## src/rtl/exc_entry_pkg.sv

```systemverilog
package exc_entry_pkg;

  typedef enum logic [3:0] {
    EK_INTR      = 4'd0,
    EK_TLB_MOD   = 4'd1,
    EK_TLB_REFIL = 4'd2,
    EK_TLB_INVAL = 4'd3,
    EK_ADDR_ERR  = 4'd4,
    EK_SYSCALL   = 4'd5,
    EK_BREAK     = 4'd6,
    EK_RESV_INSN = 4'd7,
    EK_COP_UNUSE = 4'd8,
    EK_OVERFLOW  = 4'd9,
    EK_TRAP      = 4'd10
  } exc_kind_e;

  // software register addresses
  localparam logic [2:0] RA_STATUS = 3'd0;
  localparam logic [2:0] RA_CAUSE  = 3'd1;
  localparam logic [2:0] RA_EPC    = 3'd2;
  localparam logic [2:0] RA_BADVA  = 3'd3;
  localparam logic [2:0] RA_ENTHI  = 3'd4;
  localparam logic [2:0] RA_CTX    = 3'd5;
  localparam logic [2:0] RA_SHADOW = 3'd6;
  localparam logic [2:0] RA_EBASE  = 3'd7;

  // field positions
  localparam int ST_CU1     = 29;
  localparam int ST_BEV     = 22;
  localparam int ST_EXL     = 1;
  localparam int ST_IE      = 0;
  localparam int CA_BD      = 31;
  localparam int CA_CE_LSB  = 28;
  localparam int CA_IV      = 23;
  localparam int CA_EC_LSB  = 2;
  localparam int SH_ESS_LSB = 12;
  localparam int SH_PSS_LSB = 6;
  localparam int SH_CSS_LSB = 0;
  localparam int VPN_LSB    = 13;
  localparam int CTX_VPN_LSB = 4;
  localparam int EB_LSB     = 12;
  localparam int EC_W       = 5;

endpackage

```

## src/rtl/exc_code_map.sv

```systemverilog
module exc_code_map
  import exc_entry_pkg::*;
#(
  parameter int EC_WIDTH = EC_W
) (
  input  logic [3:0]          kind,
  input  logic                store,
  output logic [EC_WIDTH-1:0] code,
  output logic                ld_badva,
  output logic                ld_tlb,
  output logic                ld_cop
);

  exc_kind_e k;
  assign k = exc_kind_e'(kind);

  always_comb begin
    code     = EC_WIDTH'(5'h0A);
    ld_badva = 1'b0;
    ld_tlb   = 1'b0;
    ld_cop   = 1'b0;
    unique case (k)
      EK_INTR:      code = EC_WIDTH'(5'h00);
      EK_TLB_MOD: begin
        code = EC_WIDTH'(5'h01); ld_badva = 1'b1; ld_tlb = 1'b1;
      end
      EK_TLB_REFIL, EK_TLB_INVAL: begin
        code = store ? EC_WIDTH'(5'h03) : EC_WIDTH'(5'h02);
        ld_badva = 1'b1; ld_tlb = 1'b1;
      end
      EK_ADDR_ERR: begin
        code = store ? EC_WIDTH'(5'h05) : EC_WIDTH'(5'h04);
        ld_badva = 1'b1;
      end
      EK_SYSCALL:   code = EC_WIDTH'(5'h08);
      EK_BREAK:     code = EC_WIDTH'(5'h09);
      EK_RESV_INSN: code = EC_WIDTH'(5'h0A);
      EK_COP_UNUSE: begin code = EC_WIDTH'(5'h0B); ld_cop = 1'b1; end
      EK_OVERFLOW:  code = EC_WIDTH'(5'h0C);
      EK_TRAP:      code = EC_WIDTH'(5'h0D);
      default:      code = EC_WIDTH'(5'h0A);
    endcase
  end

endmodule

```

## src/rtl/exc_vector_sel.sv

```systemverilog
module exc_vector_sel
  import exc_entry_pkg::*;
#(
  parameter int              XLEN        = 32,
  parameter logic [XLEN-1:0] BOOT_OVF_PC = 32'hBFC0_0200,
  parameter int              GEN_OFS     = 'h180,
  parameter int              IRQ_OFS     = 'h200,
  parameter int              REFILL_OFS  = 'h000
) (
  input  logic [3:0]      kind,
  input  logic [XLEN-1:0] ebase,
  input  logic            exl_before,
  input  logic            bev,
  input  logic            iv,
  output logic [XLEN-1:0] target
);

  exc_kind_e k;
  assign k = exc_kind_e'(kind);

  always_comb begin
    target = ebase + XLEN'(GEN_OFS);
    if (k == EK_TLB_REFIL && !exl_before)
      target = ebase + XLEN'(REFILL_OFS);
    else if (k == EK_INTR && iv)
      target = ebase + XLEN'(IRQ_OFS);
    else if (k == EK_OVERFLOW && bev)
      target = BOOT_OVF_PC;
  end

endmodule

```

## src/rtl/exc_state_regs.sv

```systemverilog
module exc_state_regs
  import exc_entry_pkg::*;
#(
  parameter int              XLEN       = 32,
  parameter int              SET_W      = 4,
  parameter int              ASID_W     = 8,
  parameter int              COP_W      = 2,
  parameter int              INSN_BYTES = 4,
  parameter logic [XLEN-1:0] EBASE_RST  = 32'h8000_0000
) (
  input  logic              clk,
  input  logic              rst_n,
  input  logic              take,
  input  logic [EC_W-1:0]   code,
  input  logic              ld_badva,
  input  logic              ld_tlb,
  input  logic              ld_cop,
  input  logic [COP_W-1:0]  cop,
  input  logic [XLEN-1:0]   pc,
  input  logic [XLEN-1:0]   npc,
  input  logic [XLEN-1:0]   badva,
  input  logic              sw_we,
  input  logic [2:0]        sw_addr,
  input  logic [XLEN-1:0]   sw_wdata,
  input  logic [2:0]        sw_raddr,
  output logic [XLEN-1:0]   sw_rdata,
  output logic [XLEN-1:0]   ebase,
  output logic              exl,
  output logic              bev,
  output logic              iv,
  output logic [SET_W-1:0]  css
);

  localparam int VPN_W   = XLEN - VPN_LSB;
  localparam int PTE_LSB = CTX_VPN_LSB + VPN_W;
  localparam int PTE_W   = XLEN - PTE_LSB;
  localparam int EB_W    = XLEN - EB_LSB;

  logic                st_cu1, st_bev, st_exl, st_ie;
  logic                ca_bd, ca_iv;
  logic [COP_W-1:0]    ca_ce;
  logic [EC_W-1:0]     ca_ec;
  logic [XLEN-1:0]     epc_q, badva_q;
  logic [VPN_W-1:0]    ehi_vpn, ctx_vpn;
  logic [ASID_W-1:0]   ehi_asid;
  logic [PTE_W-1:0]    ctx_pte;
  logic [SET_W-1:0]    sh_ess, sh_pss, sh_css;
  logic [EB_W-1:0]     eb_hi;

  logic                in_slot;
  logic [XLEN-1:0]     epc_next;
  logic                sw_wr;

  assign in_slot  = (npc != pc + XLEN'(INSN_BYTES));
  assign epc_next = in_slot ? pc - XLEN'(INSN_BYTES) : pc;
  assign sw_wr    = sw_we && !take;

  always_ff @(posedge clk or negedge rst_n) begin
    if (!rst_n) begin
      st_cu1   <= 1'b1;
      st_bev   <= 1'b1;
      st_exl   <= 1'b0;
      st_ie    <= 1'b0;
      ca_bd    <= 1'b0;
      ca_iv    <= 1'b0;
      ca_ce    <= '0;
      ca_ec    <= '0;
      epc_q    <= '0;
      badva_q  <= '0;
      ehi_vpn  <= '0;
      ehi_asid <= '0;
      ctx_vpn  <= '0;
      ctx_pte  <= '0;
      sh_ess   <= '0;
      sh_pss   <= '0;
      sh_css   <= '0;
      eb_hi    <= EBASE_RST[XLEN-1:EB_LSB];
    end else if (take) begin
      if (!st_exl && !st_bev) begin
        sh_pss <= sh_css;
        sh_css <= sh_ess;
      end
      st_exl <= 1'b1;
      epc_q  <= epc_next;
      ca_bd  <= in_slot;
      ca_ec  <= code;
      ca_ce  <= ld_cop ? cop : '0;
      if (ld_badva) badva_q <= badva;
      if (ld_tlb) begin
        ehi_vpn <= badva[XLEN-1:VPN_LSB];
        ctx_vpn <= badva[XLEN-1:VPN_LSB];
      end
    end else if (sw_wr) begin
      unique case (sw_addr)
        RA_STATUS: begin
          st_cu1 <= sw_wdata[ST_CU1];
          st_bev <= sw_wdata[ST_BEV];
          st_exl <= sw_wdata[ST_EXL];
          st_ie  <= sw_wdata[ST_IE];
        end
        RA_CAUSE:  ca_iv <= sw_wdata[CA_IV];
        RA_EPC:    epc_q <= sw_wdata;
        RA_ENTHI: begin
          ehi_vpn  <= sw_wdata[XLEN-1:VPN_LSB];
          ehi_asid <= sw_wdata[ASID_W-1:0];
        end
        RA_CTX:    ctx_pte <= sw_wdata[XLEN-1:PTE_LSB];
        RA_SHADOW: begin
          sh_ess <= sw_wdata[SH_ESS_LSB +: SET_W];
          sh_pss <= sw_wdata[SH_PSS_LSB +: SET_W];
        end
        RA_EBASE:  eb_hi <= sw_wdata[XLEN-1:EB_LSB];
        default: ;
      endcase
    end
  end

  always_comb begin
    sw_rdata = '0;
    unique case (sw_raddr)
      RA_STATUS: begin
        sw_rdata[ST_CU1] = st_cu1;
        sw_rdata[ST_BEV] = st_bev;
        sw_rdata[ST_EXL] = st_exl;
        sw_rdata[ST_IE]  = st_ie;
      end
      RA_CAUSE: begin
        sw_rdata[CA_BD]                = ca_bd;
        sw_rdata[CA_CE_LSB +: COP_W]   = ca_ce;
        sw_rdata[CA_IV]                = ca_iv;
        sw_rdata[CA_EC_LSB +: EC_W]    = ca_ec;
      end
      RA_EPC:   sw_rdata = epc_q;
      RA_BADVA: sw_rdata = badva_q;
      RA_ENTHI: begin
        sw_rdata[XLEN-1:VPN_LSB] = ehi_vpn;
        sw_rdata[ASID_W-1:0]     = ehi_asid;
      end
      RA_CTX: begin
        sw_rdata[XLEN-1:PTE_LSB]         = ctx_pte;
        sw_rdata[CTX_VPN_LSB +: VPN_W]   = ctx_vpn;
      end
      RA_SHADOW: begin
        sw_rdata[SH_ESS_LSB +: SET_W] = sh_ess;
        sw_rdata[SH_PSS_LSB +: SET_W] = sh_pss;
        sw_rdata[SH_CSS_LSB +: SET_W] = sh_css;
      end
      RA_EBASE: sw_rdata = ebase;
      default: ;
    endcase
  end

  assign ebase = {eb_hi, {EB_LSB{1'b0}}};
  assign exl   = st_exl;
  assign bev   = st_bev;
  assign iv    = ca_iv;
  assign css   = sh_css;

endmodule

```

## src/rtl/exc_entry_ctrl.sv

```systemverilog
module exc_entry_ctrl
  import exc_entry_pkg::*;
#(
  parameter int          XLEN        = 32,
  parameter int          SET_W       = 4,
  parameter int          ASID_W      = 8,
  parameter int          COP_W       = 2,
  parameter int          INSN_BYTES  = 4,
  parameter logic [31:0] RESET_PC    = 32'hBFC0_0000,
  parameter logic [31:0] BOOT_OVF_PC = 32'hBFC0_0200,
  parameter logic [31:0] EBASE_RST   = 32'h8000_0000
) (
  input  logic             clk,
  input  logic             rst_n,
  input  logic             exc_valid,
  output logic             exc_ready,
  input  logic [3:0]       exc_kind,
  input  logic             exc_store,
  input  logic [XLEN-1:0]  exc_pc,
  input  logic [XLEN-1:0]  exc_npc,
  input  logic [XLEN-1:0]  exc_badva,
  input  logic [COP_W-1:0] exc_cop,
  input  logic             sw_we,
  input  logic [2:0]       sw_addr,
  input  logic [XLEN-1:0]  sw_wdata,
  input  logic [2:0]       sw_raddr,
  output logic [XLEN-1:0]  sw_rdata,
  output logic             redirect_valid,
  output logic [XLEN-1:0]  redirect_pc
);

  logic             rdy_q, boot_q, take;
  logic [EC_W-1:0]  code;
  logic             ld_badva, ld_tlb, ld_cop;
  logic [XLEN-1:0]  ebase, target;
  logic             exl, bev, iv;
  logic [SET_W-1:0] css;

  assign exc_ready = rdy_q;
  assign take      = exc_valid && rdy_q;

  exc_code_map #(.EC_WIDTH(EC_W)) u_map (
    .kind     (exc_kind),
    .store    (exc_store),
    .code     (code),
    .ld_badva (ld_badva),
    .ld_tlb   (ld_tlb),
    .ld_cop   (ld_cop)
  );

  exc_vector_sel #(.XLEN(XLEN), .BOOT_OVF_PC(BOOT_OVF_PC[XLEN-1:0])) u_vec (
    .kind       (exc_kind),
    .ebase      (ebase),
    .exl_before (exl),
    .bev        (bev),
    .iv         (iv),
    .target     (target)
  );

  exc_state_regs #(
    .XLEN(XLEN), .SET_W(SET_W), .ASID_W(ASID_W), .COP_W(COP_W),
    .INSN_BYTES(INSN_BYTES), .EBASE_RST(EBASE_RST[XLEN-1:0])
  ) u_regs (
    .clk      (clk),
    .rst_n    (rst_n),
    .take     (take),
    .code     (code),
    .ld_badva (ld_badva),
    .ld_tlb   (ld_tlb),
    .ld_cop   (ld_cop),
    .cop      (exc_cop),
    .pc       (exc_pc),
    .npc      (exc_npc),
    .badva    (exc_badva),
    .sw_we    (sw_we),
    .sw_addr  (sw_addr),
    .sw_wdata (sw_wdata),
    .sw_raddr (sw_raddr),
    .sw_rdata (sw_rdata),
    .ebase    (ebase),
    .exl      (exl),
    .bev      (bev),
    .iv       (iv),
    .css      (css)
  );

  always_ff @(posedge clk or negedge rst_n) begin
    if (!rst_n) begin
      rdy_q          <= 1'b0;
      boot_q         <= 1'b1;
      redirect_valid <= 1'b0;
      redirect_pc    <= '0;
    end else begin
      rdy_q          <= 1'b1;
      boot_q         <= 1'b0;
      redirect_valid <= take || boot_q;
      if (boot_q)    redirect_pc <= RESET_PC[XLEN-1:0];
      else if (take) redirect_pc <= target;
    end
  end

endmodule

```

## config.mk

```make
export PLATFORM = sky130hd
export DESIGN_NAME = exc_entry_ctrl
export DESIGN_NICKNAME = d
export VERILOG_FILES = /design/src/rtl/exc_entry_pkg.sv /design/src/rtl/exc_code_map.sv /design/src/rtl/exc_vector_sel.sv /design/src/rtl/exc_state_regs.sv /design/src/rtl/exc_entry_ctrl.sv
export SDC_FILE = /design/constraint.sdc
export NUM_CORES = 1
export LEC_CHECK = 0
export BUFFER_PORTS_ARGS = -buffer_cell sky130_fd_sc_hd__clkbuf_2
export CORE_UTILIZATION = 40
export CTS_CLUSTER_DIAMETER = 30
export DETAILED_ROUTE_END_ITERATION = 8
export PLACE_DENSITY = 0.7
export REMOVE_ABC_BUFFERS = 1
export SLEW_MARGIN = 20
export SYNTH_ARGS = -nofsm -noshare
export SYNTH_HDL_FRONTEND = slang
export SYNTH_SLANG_ARGS = --single-unit
```

## constraint.sdc

```tcl
create_clock -name clk -period 6.95 [get_ports clk]
set_input_delay 1.7375 -clock clk [delete_from_list [all_inputs] [get_ports clk]]
set_output_delay 1.7375 -clock clk [all_outputs]
set_load 0.02 [all_outputs]
```

======== Yosys cells after proc, flatten, opt, wreduce, memory -nomap -nowiden ========
Index checks and enable logic that the tools add are counted.
cells by class
  bitwise gates (word level) .............. 1
  mux-type cells .......................... 44
  add/sub/neg operators ................... 4
  eq/ne operators ......................... 25
  reduce and logical (&&, ||, !) cells .... 35
operators by type and width
  operator                                            count
  2-to-1 mux 32 bit                                   9
  2-to-1 mux 19 bit                                   4
  case mux 5 bit (9 select lines)                     1
  adder 32 x 10 -> 32 bit, second input constant      1
  adder 32 x 3 -> 32 bit, second input constant       1
  adder 32 x 9 -> 32 bit, second input constant       1
  != test 32 bit                                      1
  subtractor 32 x 3 -> 32 bit, second input constant  1
  case mux 1 bit (6 select lines)                     5
  case mux 2 bit (5 select lines)                     3
  case mux 6 bit (5 select lines)                     1
  == test 3 bit, second input constant                8
  AND reduction 3 bit                                 8
  case mux 4 bit (5 select lines)                     1
  case mux 3 bit (6 select lines)                     1
  2-to-1 mux 4 bit                                    4
  case mux 1 bit (5 select lines)                     3
  == test 4 x 3 -> 1 bit, second input constant       3
  == test 4 bit, second input constant                3
  nonzero test 2 bit                                  6
  AND reduction 2 bit                                 5
  == test 3 x 2 -> 1 bit, second input constant       3
  == test 4 x 2 -> 1 bit, second input constant       2
  2-to-1 mux 1 bit                                    8
  other kinds (16)                                    26
storage, ports and cells
  output and inout bits ................... 66
  word-level logic and storage cells ...... 131
  register bits after elaboration ......... 199

======== Logic depth before layout (Yosys ltp) ========
  word-level depth ........................ 7
  depth in mapped cells ................... 12
  depth with buffers taken out ............ 10

======== Modules after synthesis ========
A second synthesis with hierarchy kept.
second synthesis, totals
  cells, all modules ...................... 1307
  area, all modules ....................... 12776.0 um^2
by module, submodules not included
  module          instances  area an instance (um^2)  cells each  seq. area each (um^2)
  exc_state_regs  1          10052.1                  989         4107.7
  exc_entry_ctrl  1          1667.8                   144         877.1
  exc_vector_sel  1          889.6                    145         0.0
  exc_code_map    1          166.4                    29          0.0

======== Worst setup path before layout ========
Ideal clock, no wire load.
  path kind ............................... input port to flip-flop
  from .................................... in exc_pc[13]
  to ...................................... reg u_regs.epc_q[31]
  arrival ................................. 5057 ps
  data required time ...................... 6868 ps
  slack ................................... 1811 ps
  library setup time ...................... 82 ps
  stages on the path ...................... 9
  cell sequence ........................... buf_6 > or4_4 > or4_4 > or3_4 > or4_4 > or4_4 > or3_4 > or4_1 > a31oi_1
on the way
  word-level cells in the longest chain between the ends .. 4
ends and longest elaborated chain
  item                    RTL line               RTL
  start, declared         exc_entry_ctrl.sv:19   input logic [XLEN-1:0] exc_pc,
  adder 32 x 3 -> 32 bit  exc_state_regs.sv:54   assign in_slot = (npc != pc + XLEN'(INSN_BYTES));
  != test 32 bit          exc_state_regs.sv:54
  2-to-1 mux 32 bit *     exc_state_regs.sv:55   assign epc_next = in_slot ? pc - XLEN'(INSN_BYTES) : pc;
  2-to-1 mux 32 bit *     exc_state_regs.sv:78   end else if (take) begin
  end signal, assigned    exc_state_regs.sv:84   epc_q <= epc_next;
  end signal, assigned    exc_state_regs.sv:102  RA_EPC: epc_q <= sw_wdata;
  end, declared           exc_state_regs.sv:43   logic [XLEN-1:0] epc_q, badva_q;
Every way passes the cells marked *; elsewhere a longest branch is shown, timed or not.
A chain may end at the register's enable or synchronous reset.

======== Worst setup path in the final report ========
  from .................................... in sw_raddr[1]
  to ...................................... out sw_rdata[3]
on the way
  word-level cells in the longest chain between the ends .. 2
ends and longest elaborated chain
  item                                         RTL line               RTL
  start, declared                              exc_entry_ctrl.sv:26   input logic [2:0] sw_raddr,
  == test 3 bit, or another cell as far along  exc_state_regs.sv:120  unique case (sw_raddr)
  case mux 2 bit (5 select lines) *            exc_state_regs.sv:120
  end, declared                                exc_entry_ctrl.sv:27   output logic [XLEN-1:0] sw_rdata,
Marks and branches as above.

==> qor.csv <==
metric,value,unit
post_synth_instance_area,0.01083,mm²
synthDistinctLibCells,70,
max_cap_viol_count,0,
critical_path_required,5210,ps
power.density_cell_area,249.1,mW/mm²
final_period_minus_worst_setup_slack,5564,ps
hold_viol_final,0,
ctsResizeCount,0,
post_synth_most_frequent_cells,"sky130_fd_sc_hd__dfrtp_1, sky130_fd_sc_hd__mux2_2, sky130_fd_sc_hd__nand2_1",
fmaxAchievable,179.7,MHz
globalRouteOverflowTotal,0,
synth.top_cell.area_share,42.50,%
violated_checks,design-rule violations,
postCtsSetupBuffers,0,
numPortBuffers,201,
clk_path_buf_depth,2,
route.vias.total,9271,
wl,33770,µm
start_util,41.22,%
most_frequently_used_cell_type_in_the_post_synthesis_netlist,sky130_fd_sc_hd__dfrtp_1,
drt_iter0_markers,777,
die-area,0.02774,mm²
cts.sink_count,188,
clk_pin_slew,70,ps
fillerInstances,2513,
share_of_layout_cells_above_drive_strength_1,33.01,%
area.growth.synth_to_final,16.67,%
cts.root.buffer_cell,sky130_fd_sc_hd__clkbuf_16,
core_area,0.02628,mm²
ant_nets,0,
synth.ff_latch_count,188,
synth_compound_gate_area_share,17.61,%
startpoint_type,primary input,
initial_antenna_violation_count,1,
final-max-slew-violation-count,0,
antenna_cells,0,
count_of_standard_cell_rows,59,
cts-buffers-inserted,17,
vdd.ir_drop.worst,0.0001695,V
mux_contribution_to_synthesized_area,15.52,%
critical_path_peak_fanout,20,
via_count_of_the_first_global_routing_pass,8777,
detailed_place_hpwl,24150,µm
seq_area_frac_synth,43.47,%
adder_cell_area_share_of_the_yosys_netlist,0.2310,%
floorplan_die_width,166.6,µm
synth.area.top_cells,"sky130_fd_sc_hd__dfrtp_1, sky130_fd_sc_hd__mux2_2, sky130_fd_sc_hd__mux2i_1",
pin_count,211,
outcome,finished with violations,
crit_type,primary input to output pin,
setup_violating_endpoint_count_in_the_final_report,0,
worstMarginPinSlew,1118,ps
numPlacedInstances,1539,
p_leak,0.005329,µW
grt_usage,24.31,%
clock_tree.htree_level_count,4,
end_kind,output pin,
syn_avg_cell_area,10.11,µm²
preCtsSetupSlack,1411,ps
async_s_r_ff_share_synth,100.0,%
slew_headroom,25.47,%
rsz0062_at_grt,no,
first_pass_iters,7,
gp_routability_congestion,0.8752,
post_cts_hold_buffer_count,0,
final.setup_skew,9.475,ps
grt_start_max_net_pins,98,
yosysTopAreaCell,sky130_fd_sc_hd__dfrtp_1,
viasPerCell,5.901,
crit_arrival,3830,ps
fp.dieH,166.6,µm
drc_errors_left,13,
post_route_fraction_of_the_period_consumed_by_the_critical_path,80.06,%
postLayoutSetupSlackWorst,1386,ps
tritoncts,built,
xor_xnor_share_of_the_synthesized_area,2.830,%
hp-class,flip-flop to flip-flop,
route.detailed.wl_per_inst,21.50,µm
design.final.nets,1370,
synth-simple-area-share,15.96,%
synth_edf_count,0,
fin_worst_hold_slack,487.6,ps
tns,0,ps
syn-instance-count,1072,
skew_pair_late_insertion_delay,440,ps
post_route_non_filler_standard_cell_count,1571,
largest_family_of_logic_cells_by_synthesized_area,compound AO/OA/AOI/OAI gates,
wire_length_of_the_first_global_routing_pass,51840,µm
ys.warnings.count,0,
synth_ff_type,sky130_fd_sc_hd__dfrtp_1,
## layer usage
metal	global-route usage, %	share of wire (%)	routed length (µm)	up-vias
met5	0	0	0	-
met4	6.522	1.5	522	0
met2	37.18	46	15440	355
met1	35.06	46	15440	4593
li1	-	-	-	4290
met3	4.634	7.0	2364	33
## cells in the final DEF (no fill, tap or decap), drive strengths merged, types with 11 or more instances in the layout
| cell | count |
|---|---|
| dfrtp | 184 |
| xnor2 | 14 |
| xor2 | 21 |
| o21ai | 30 |
| o31ai | 23 |
| nand3 | 23 |
| nor2 | 52 |
| or4 | 30 |
| clkbuf | 220 |
| conb | 11 |
| nor2b | 40 |
| a221oi | 15 |
| buf | 19 |
| a211oi | 29 |
| a22oi | 12 |
| nand2 | 79 |
| mux2i | 33 |
| inv | 13 |
| a22o | 21 |
| a21oi | 35 |
| or3 | 23 |
| mux2 | 116 |
| a31oi | 50 |
## where the power goes
part,total (µW),internal (µW),switching [µW]
Sequential,1460,1320,139
Combinational,714,334,380
Clock,978,522,456
## kinds of logic after synthesis
logic type	Yosys count
AND/OR/NAND/NOR	318
AO/OA/AOI/OAI	270
flip-flops	188
multiplexers	151
buffers and inverters	106
XOR/XNOR	35
adder cells (fa/ha/maj)	2
other	2
## registers in the layout, summed over array words and instances, names as in the netlist
register,flops
u_regs.st_cu1,1
u_regs.bev,1
u_regs.css,4
u_regs.epc_q,32
u_regs.badva_q,32
u_regs.ehi_asid,8
u_regs.eb_hi,20
u_regs.ctx_pte,9
u_regs.ehi_vpn,19
u_regs.iv,1
u_regs.st_ie,1
u_regs.sh_ess,4
redirect_pc,22
u_regs.sh_pss,4
u_regs.ca_bd,1
u_regs.ctx_vpn,19
boot_q,1
redirect_valid,1
u_regs.ca_ec,4
exc_ready,1
u_regs.ca_ce,2
u_regs.exl,1
## layout make-up
type	count	area, µm²	share of cell area [%]
well taps	335	419.2	3.316
clock buffers	19	452.9	3.584
inverters	9	33.78	0.2673
repair buffers	220	1157	9.157
clock inverters	13	132.6	1.049
multi-input cells	787	5733	45.36
flip-flops and latches	188	4710	37.26
## critical path, cell delays in order
cell and delay (ps):
sky130_fd_sc_hd__clkbuf_2 440, sky130_fd_sc_hd__nor2b_2 790, sky130_fd_sc_hd__buf_4 310, sky130_fd_sc_hd__a22oi_1 100, sky130_fd_sc_hd__o221ai_1 220, sky130_fd_sc_hd__clkbuf_2 210
## through the flow
step / power (µW) / util (%) / cell area (µm²)
after CTS: 3163 / 48.09 / 12640
after detailed placement: 2186 / 45.86 / 12050
after global routing: 3297 / 48.09 / 12640
after floorplan: 1886 / - / 10440
after global placement: 2163 / 45.86 / 12050
final: 3148 / 48.09 / 12640
## worst paths after layout
kind                             startpoint                 end  slack, ps  cells after the start
setup reg to reg                  exc_ready  u_regs.ehi_vpn[13]       4580                      9
max in group asynchronous             rst_n  u_regs.badva_q[18]       4310                      2
hold reg to reg            u_regs.sh_pss[0]    u_regs.sh_pss[0]        490                      2
min in group asynchronous             rst_n   u_regs.ctx_vpn[2]       1350                      1
setup / recovery                sw_raddr[1]         sw_rdata[3]       1390                      6
hold / removal             u_regs.sh_pss[0]    u_regs.sh_pss[0]        490                      2
No activity file was read; power rests on OpenSTA's default activity.
